===== src/rtl/sc_pkg.sv =====
package sc_pkg;

    localparam int INSTR_W = 32;
    localparam int OPC_W   = 6;
    localparam int RIDX_W  = 5;
    localparam int IMM_W   = 11;

    // field positions of the fixed instruction layout
    localparam int OPC_LSB = 26;
    localparam int RS1_LSB = 21;
    localparam int RS2_LSB = 16;
    localparam int RD_LSB  = 11;

    localparam logic [OPC_W-1:0] OP_ADD   = 6'h00;
    localparam logic [OPC_W-1:0] OP_BEQ   = 6'h04;
    localparam logic [OPC_W-1:0] OP_LOAD  = 6'h23;
    localparam logic [OPC_W-1:0] OP_STORE = 6'h2B;

    typedef enum logic {
        ALU_ADD = 1'b0,
        ALU_SUB = 1'b1
    } alu_op_e;

    typedef struct packed {
        logic    sel_imm;     // second ALU operand: immediate instead of register
        logic    mem_rd;
        logic    mem_wr;
        logic    wb_mem;      // writeback from load data instead of ALU
        logic    reg_we;
        logic    is_branch;
        alu_op_e alu_op;
    } ctrl_t;

    localparam ctrl_t CTRL_IDLE = '{
        sel_imm: 1'b0, mem_rd: 1'b0, mem_wr: 1'b0, wb_mem: 1'b0,
        reg_we: 1'b0, is_branch: 1'b0, alu_op: ALU_ADD
    };

endpackage


===== src/rtl/sc_decode.sv =====
module sc_decode
    import sc_pkg::*;
#(
    parameter int XLEN = 32
) (
    input  logic [INSTR_W-1:0] instr,
    output ctrl_t              ctrl,
    output logic [RIDX_W-1:0]  rs1,
    output logic [RIDX_W-1:0]  rs2,
    output logic [RIDX_W-1:0]  rd,
    output logic [XLEN-1:0]    imm_ext
);

    localparam int EXT_W = XLEN - IMM_W;

    logic [OPC_W-1:0] opc;
    logic [IMM_W-1:0] imm_raw;

    always_comb begin
        opc     = instr[OPC_LSB +: OPC_W];
        rs1     = instr[RS1_LSB +: RIDX_W];
        rs2     = instr[RS2_LSB +: RIDX_W];
        rd      = instr[RD_LSB  +: RIDX_W];
        imm_raw = instr[IMM_W-1:0];
        imm_ext = {{EXT_W{imm_raw[IMM_W-1]}}, imm_raw};
    end

    always_comb begin
        ctrl = CTRL_IDLE;
        unique case (opc)
            OP_ADD: begin
                ctrl.reg_we = 1'b1;
            end
            OP_LOAD: begin
                ctrl.sel_imm = 1'b1;
                ctrl.mem_rd  = 1'b1;
                ctrl.wb_mem  = 1'b1;
                ctrl.reg_we  = 1'b1;
            end
            OP_STORE: begin
                ctrl.sel_imm = 1'b1;
                ctrl.mem_wr  = 1'b1;
            end
            OP_BEQ: begin
                ctrl.is_branch = 1'b1;
                ctrl.alu_op    = ALU_SUB;
            end
            default: ctrl = CTRL_IDLE;
        endcase
    end

endmodule


===== src/rtl/sc_regfile.sv =====
module sc_regfile
    import sc_pkg::*;
#(
    parameter int XLEN  = 32,
    parameter int NREGS = 32
) (
    input  logic              clk,
    input  logic              rst,
    input  logic [RIDX_W-1:0] ra1,
    input  logic [RIDX_W-1:0] ra2,
    input  logic [RIDX_W-1:0] wa,
    input  logic [XLEN-1:0]   wd,
    input  logic              we,
    output logic [XLEN-1:0]   rd1,
    output logic [XLEN-1:0]   rd2
);

    logic [XLEN-1:0] regs_d [NREGS];
    logic [XLEN-1:0] regs_q [NREGS];

    always_comb begin
        for (int i = 0; i < NREGS; i++) begin
            regs_d[i] = regs_q[i];
        end
        if (we && (wa != '0) && (int'(wa) < NREGS)) begin
            regs_d[wa] = wd;
        end
        if (rst) begin
            for (int i = 0; i < NREGS; i++) begin
                regs_d[i] = '0;
            end
        end
    end

    always_ff @(posedge clk) begin
        for (int i = 0; i < NREGS; i++) begin
            regs_q[i] <= regs_d[i];
        end
    end

    // index 0 and out-of-range indices read as zero
    always_comb begin
        rd1 = (ra1 == '0 || int'(ra1) >= NREGS) ? '0 : regs_q[ra1];
        rd2 = (ra2 == '0 || int'(ra2) >= NREGS) ? '0 : regs_q[ra2];
    end

endmodule


===== src/rtl/sc_alu.sv =====
module sc_alu
    import sc_pkg::*;
#(
    parameter int XLEN = 32
) (
    input  logic [XLEN-1:0] opa,
    input  logic [XLEN-1:0] opb,
    input  alu_op_e         op,
    output logic [XLEN-1:0] res,
    output logic            zero
);

    always_comb begin
        unique case (op)
            ALU_SUB: res = opa - opb;
            default: res = opa + opb;
        endcase
        zero = (res == '0);
    end

endmodule


===== src/rtl/sc_core.sv =====
module sc_core
    import sc_pkg::*;
#(
    parameter int XLEN  = 32,
    parameter int NREGS = 32
) (
    input  logic                clk,
    input  logic                rst,
    output logic [XLEN-1:0]     imem_addr,
    input  logic [INSTR_W-1:0]  imem_data,
    output logic [XLEN-1:0]     dmem_addr,
    output logic [XLEN-1:0]     dmem_wdata,
    input  logic [XLEN-1:0]     dmem_rdata,
    output logic                dmem_rd,
    output logic                dmem_wr
);

    localparam logic [XLEN-1:0] STEP = XLEN'(INSTR_W / 8);
    localparam int              BR_SHIFT = 2;

    typedef struct packed {
        logic [XLEN-1:0] pc;
    } core_state_t;

    core_state_t st_d, st_q;

    ctrl_t             ctrl;
    logic [RIDX_W-1:0] rs1, rs2, rd;
    logic [XLEN-1:0]   imm_ext;
    logic [XLEN-1:0]   src1, src2;
    logic [XLEN-1:0]   alu_b, alu_res;
    logic              alu_zero;
    logic [XLEN-1:0]   wb_data;
    logic [XLEN-1:0]   pc_seq, pc_br;

    sc_decode #(.XLEN(XLEN)) i_decode (
        .instr   (imem_data),
        .ctrl    (ctrl),
        .rs1     (rs1),
        .rs2     (rs2),
        .rd      (rd),
        .imm_ext (imm_ext)
    );

    sc_regfile #(.XLEN(XLEN), .NREGS(NREGS)) i_regfile (
        .clk (clk),
        .rst (rst),
        .ra1 (rs1),
        .ra2 (rs2),
        .wa  (rd),
        .wd  (wb_data),
        .we  (ctrl.reg_we),
        .rd1 (src1),
        .rd2 (src2)
    );

    sc_alu #(.XLEN(XLEN)) i_alu (
        .opa  (src1),
        .opb  (alu_b),
        .op   (ctrl.alu_op),
        .res  (alu_res),
        .zero (alu_zero)
    );

    always_comb begin
        alu_b   = ctrl.sel_imm ? imm_ext : src2;
        wb_data = ctrl.wb_mem ? dmem_rdata : alu_res;
        pc_seq  = st_q.pc + STEP;
        pc_br   = pc_seq + (imm_ext << BR_SHIFT);

        st_d = st_q;
        if (rst) begin
            st_d.pc = '0;
        end else if (ctrl.is_branch && alu_zero) begin
            st_d.pc = pc_br;
        end else begin
            st_d.pc = pc_seq;
        end
    end

    always_ff @(posedge clk) begin
        st_q <= st_d;
    end

    assign imem_addr  = st_q.pc;
    assign dmem_addr  = alu_res;
    assign dmem_wdata = src2;
    assign dmem_rd    = ctrl.mem_rd;
    assign dmem_wr    = ctrl.mem_wr;

endmodule


===== config.mk =====
export PLATFORM = sky130hd
export DESIGN_NAME = sc_core
export DESIGN_NICKNAME = d
export VERILOG_FILES = /design/src/rtl/sc_pkg.sv /design/src/rtl/sc_decode.sv /design/src/rtl/sc_regfile.sv /design/src/rtl/sc_alu.sv /design/src/rtl/sc_core.sv
export SDC_FILE = /design/constraint.sdc
export NUM_CORES = 2
export LEC_CHECK = 0
export CELL_PAD_IN_SITES_DETAIL_PLACEMENT = 1
export CELL_PAD_IN_SITES_GLOBAL_PLACEMENT = 1
export CORE_MARGIN = 8
export CORE_UTILIZATION = 40
export DETAILED_ROUTE_END_ITERATION = 6
export PLACE_DENSITY = 0.75
export SLEW_MARGIN = 5
export SYNTH_ARGS = -nofsm -noshare
export SYNTH_HDL_FRONTEND = slang
export SYNTH_SLANG_ARGS = --single-unit

===== constraint.sdc =====
create_clock -name clk -period 8.1 [get_ports clk]
set_input_delay 1.215 -clock clk [delete_from_list [all_inputs] [get_ports clk]]
set_output_delay 1.215 -clock clk [all_outputs]
set_load 0.02 [all_outputs]

==> flow_metrics.env <==
export IMPL_fin_area_um2=68500
export IMPL_final_cell_count_no_fill=8244
export IMPL_antenna_found_initial=5
export IMPL_p_per_area_nw_per_um2=182
export IMPL_grt_usage=0.293
export IMPL_synth_common_cells="1054 x dfxtp_1, 923 x nor2_1, 765 x a211oi_1"
export IMPL_min_period_ns=7.90
export IMPL_status="finished, violations left"
export IMPL_path_clk_slew_ns=0.06
export IMPL_min_path_cells=2
export IMPL_relSlewSlack=0.0936
export IMPL_worst_pin_slew_ns=1.36
export IMPL_synth_compound_area_frac=0.176
export IMPL_final_setup_viol_count=0
export IMPL_synth_warnings=0
export IMPL_synth_top_family_by_area="multiplexers"
export IMPL_drtPass1Iterations=7
export IMPL_synth_area_leaders="dfxtp_1 37%, mux4_2 18%, a211oi_1 10%, nor2_1 6.0%, mux2i_1 6.0%"
export IMPL_synth_top_cell_by_area="dfxtp_1"
export IMPL_hold_viol_final=0
export IMPL_ir_drop_v=0.000225
export IMPL_r2r_start="i_regfile.regs_q[3][7]"
export IMPL_io_pins=164
export IMPL_power_leakage_nw=23.8
export IMPL_pre_cts_ws_ns=-0.872
export IMPL_slew_viol_final=0
export IMPL_avgSynthCellArea_um2=9.58
export IMPL_synth_top_flop_cell="dfxtp_1"
export IMPL_cts_tree="built"
export IMPL_ys_ff_latch=1054
export IMPL_critPathMaxStageDelay_ns=0.51
export IMPL_start_kind="input port"
export IMPL_wire_per_inst_um=29.1
export IMPL_vias_per_cell=6.43
export IMPL_yosysMostFrequentCell="dfxtp_1"
export IMPL_grt_pass1_vias=54400
export IMPL_hp_class="register to register"
export IMPL_core_area_um2=143000
export IMPL_synth_async_reset_ratio=0
export IMPL_vias=53000
export IMPL_ys_types=85
export IMPL_yosys_mux_area_fraction=0.243
export IMPL_yosys_area_top_type_share=0.367
export IMPL_synth_area_um2=57500
export IMPL_grt_overflow=0
export IMPL_fin_worst_skew_ns=0.0612
export IMPL_fp_dieW_um=395
export IMPL_grt_max_degree=233
export IMPL_fin_nets=6377
export IMPL_setup_ws_ns=0.195
export IMPL_min_delay_start="i_regfile.regs_q[21][15]"
export IMPL_crit_top_cell="buf_4"
export IMPL_crit_family="compound AO/OA/AOI/OAI gates"
export IMPL_fmax_mhz=127
export IMPL_die_area_um2=156000
export IMPL_slowest_stage="mux4_2"
export IMPL_hold_path_end="i_regfile.regs_q[21][15]"
export IMPL_root_buffer="clkbuf_16"
export IMPL_gp_congestion=0.917
export IMPL_first_iter_violations=6014
export IMPL_synth_xor_area_frac=0.0134
export IMPL_cts_buffers=110
export IMPL_yosys_area_share_simple=0.136
export IMPL_io_buffers=161
export IMPL_crit_required_ns=6.88
export IMPL_r2r_worst_path_cells=27
export IMPL_cp_end_kind="primary output"
export IMPL_cp_max_fo=9
export IMPL_dp_cells=8016
export IMPL_area_growth_synth_to_final_pct=19.2
export IMPL_cts_sinks=1054
export IMPL_drtAntennaViolNets=0
export IMPL_worst_r2r_setup_slack_ns=1.25
export IMPL_whs_ns=0.472
export IMPL_grt_pass1_wl_um=354000
export IMPL_violations="design-rule violations"
export IMPL_cp_arrival_ns=6.69
export IMPL_syn_inst=6001
export IMPL_cts_path_max_buffers=3
export IMPL_hpwl_um=159000
export IMPL_fin_crit_sh=0.976
export IMPL_synth_fa_ha_area_frac=0.0142
export IMPL_clk_latency_ns=0.77
export IMPL_totalWireLength_um=240000
export IMPL_placed_area_um2=64100
export IMPL_synth_enable_flop_cells=0
export IMPL_crit_path_start="imem_data[16]"
export IMPL_drc=1
export IMPL_max_cap_violations=0
export IMPL_worstSetupPathType="input port to primary output"
export IMPL_path_buf_inv=8
export IMPL_h_tree_depth=3
export IMPL_die_h_um=395
export IMPL_num_rows=139
export IMPL_yosysSeqAreaShare=0.367
export IMPL_layout_drive_gt1_share=0.217
export IMPL_r2r_end="imem_addr[2]"
export IMPL_start_util=0.402
export IMPL_p_total_w=0.0125
==> report_power, final <==
| group | internal (W) | total (W) | leakage [nW] | switching [W] |
|---|---|---|---|---|
| clock | 0.00306 | 0.00534 | 1.85 | 0.00229 |
| sequential | 0.00519 | 0.00519 | 8.49 | 0.00000603 |
| combinational | 0.000695 | 0.00192 | 13.5 | 0.00123 |
| total | 0.00894 | 0.0125 | 23.8 | 0.00352 |
==> cell families (layout without fill, tap and decap cells) <==
group / Yosys count / in the layout
buffers and inverters: 638 / 975
flip-flops: 1054 / 1054
XOR/XNOR: 88 / 88
multiplexers: 828 / 828
other: 1 / 4
adder cells (fa/ha/maj): 64 / 64
AND/OR/NAND/NOR: 1854 / 1854
AO/OA/AOI/OAI: 1474 / 1474
==> per-layer routing <==
metal / global-route usage / share of wire / wire length, um
met3: 0.0612 / 0.095 / 22900
met4: 0.183 / 0.067 / 16100
met1: 0.361 / 0.38 / 91600
met5: 0 / 0.000054 / 13
met2: 0.468 / 0.46 / 110000
==> what timing repair did <==
action                     in CTS  in global routing
setup endpoints to repair      20                 20
buffers inserted                4                 12
hold buffers                    0                  0
pin swaps                       5                 14
resized for setup              41                 59
hold endpoints to repair        0                  0
cloned                          0                  6
==> cell type report <==
cell class | instances | area (um2)
Fill cell | 15700 | 74600
Multi-Input combinational cell | 4310 | 34300
Sequential cell | 1054 | 21100
Timing Repair Buffer | 733 | 6860
Clock buffer | 168 | 3290
Tap cell | 1903 | 2380
Clock inverter | 36 | 465
Inverter | 38 | 143
Antenna cell | 2 | 5.00
==> flip-flops by register name, summed over array words and instances, names as in the netlist <==
signal	count
i_regfile.regs_q	1024
imem_addr	30
==> how the worst max path moves through the flow <==
stage | endpoint | cells past startpoint
detailed placement | dmem_addr[29] | 24
floorplan | dmem_addr[31] | 20
finish | dmem_addr[31] | 27
CTS | dmem_addr[29] | 26
global route | dmem_addr[31] | 28
global placement | dmem_addr[29] | 28
==> cell usage in the layout (no fill, tap or decap), types with 54 or more instances in the layout <==
master,count
a211oi_1,758
nand2_1,579
mux4_2,452
a22oi_1,130
clkdlybuf4s50_1,142
nor2_1,887
buf_12,58
mux2i_1,323
ha_1,61
clkbuf_16,118
dfxtp_1,1054
nor2b_1,54
buf_4,498
a21oi_1,341
nand3_1,74
==> metrics by stage <==
| step | util | setup TNS (ns) |
|---|---|---|
| floorplan | - | 0 |
| global placement | 0.448 | -19.73 |
| detailed placement | 0.448 | -25.37 |
| CTS | 0.475 | -0.0528 |
| global route | 0.479 | -0.0170 |
| finish | 0.479 | 0 |
==> worst reg2reg max path, stage by stage (launching register included) <==
cell	delay, ns
dfxtp_1	0.32
mux4_2	0.48
mux2i_2	0.23
nor4_1	0.12
a211oi_2	0.35
buf_4	0.22
a21o_1	0.15
nand3b_1	0.11
buf_4	0.16
buf_4	0.13
nor3_4	0.24
a31oi_1	0.12
o21ai_1	0.13
o21ai_0	0.12
ha_1	0.33
a21o_1	0.22
a211oi_4	0.26
a21o_1	0.19
a31oi_2	0.08
buf_4	0.20
o21a_1	0.18
or3_1	0.37
a2111oi_0	0.43
nand4_1	0.31
or4_1	0.56
nor3_4	0.18
buf_12	0.20
mux2_1	0.35
Power figures use the tool's default switching activity.
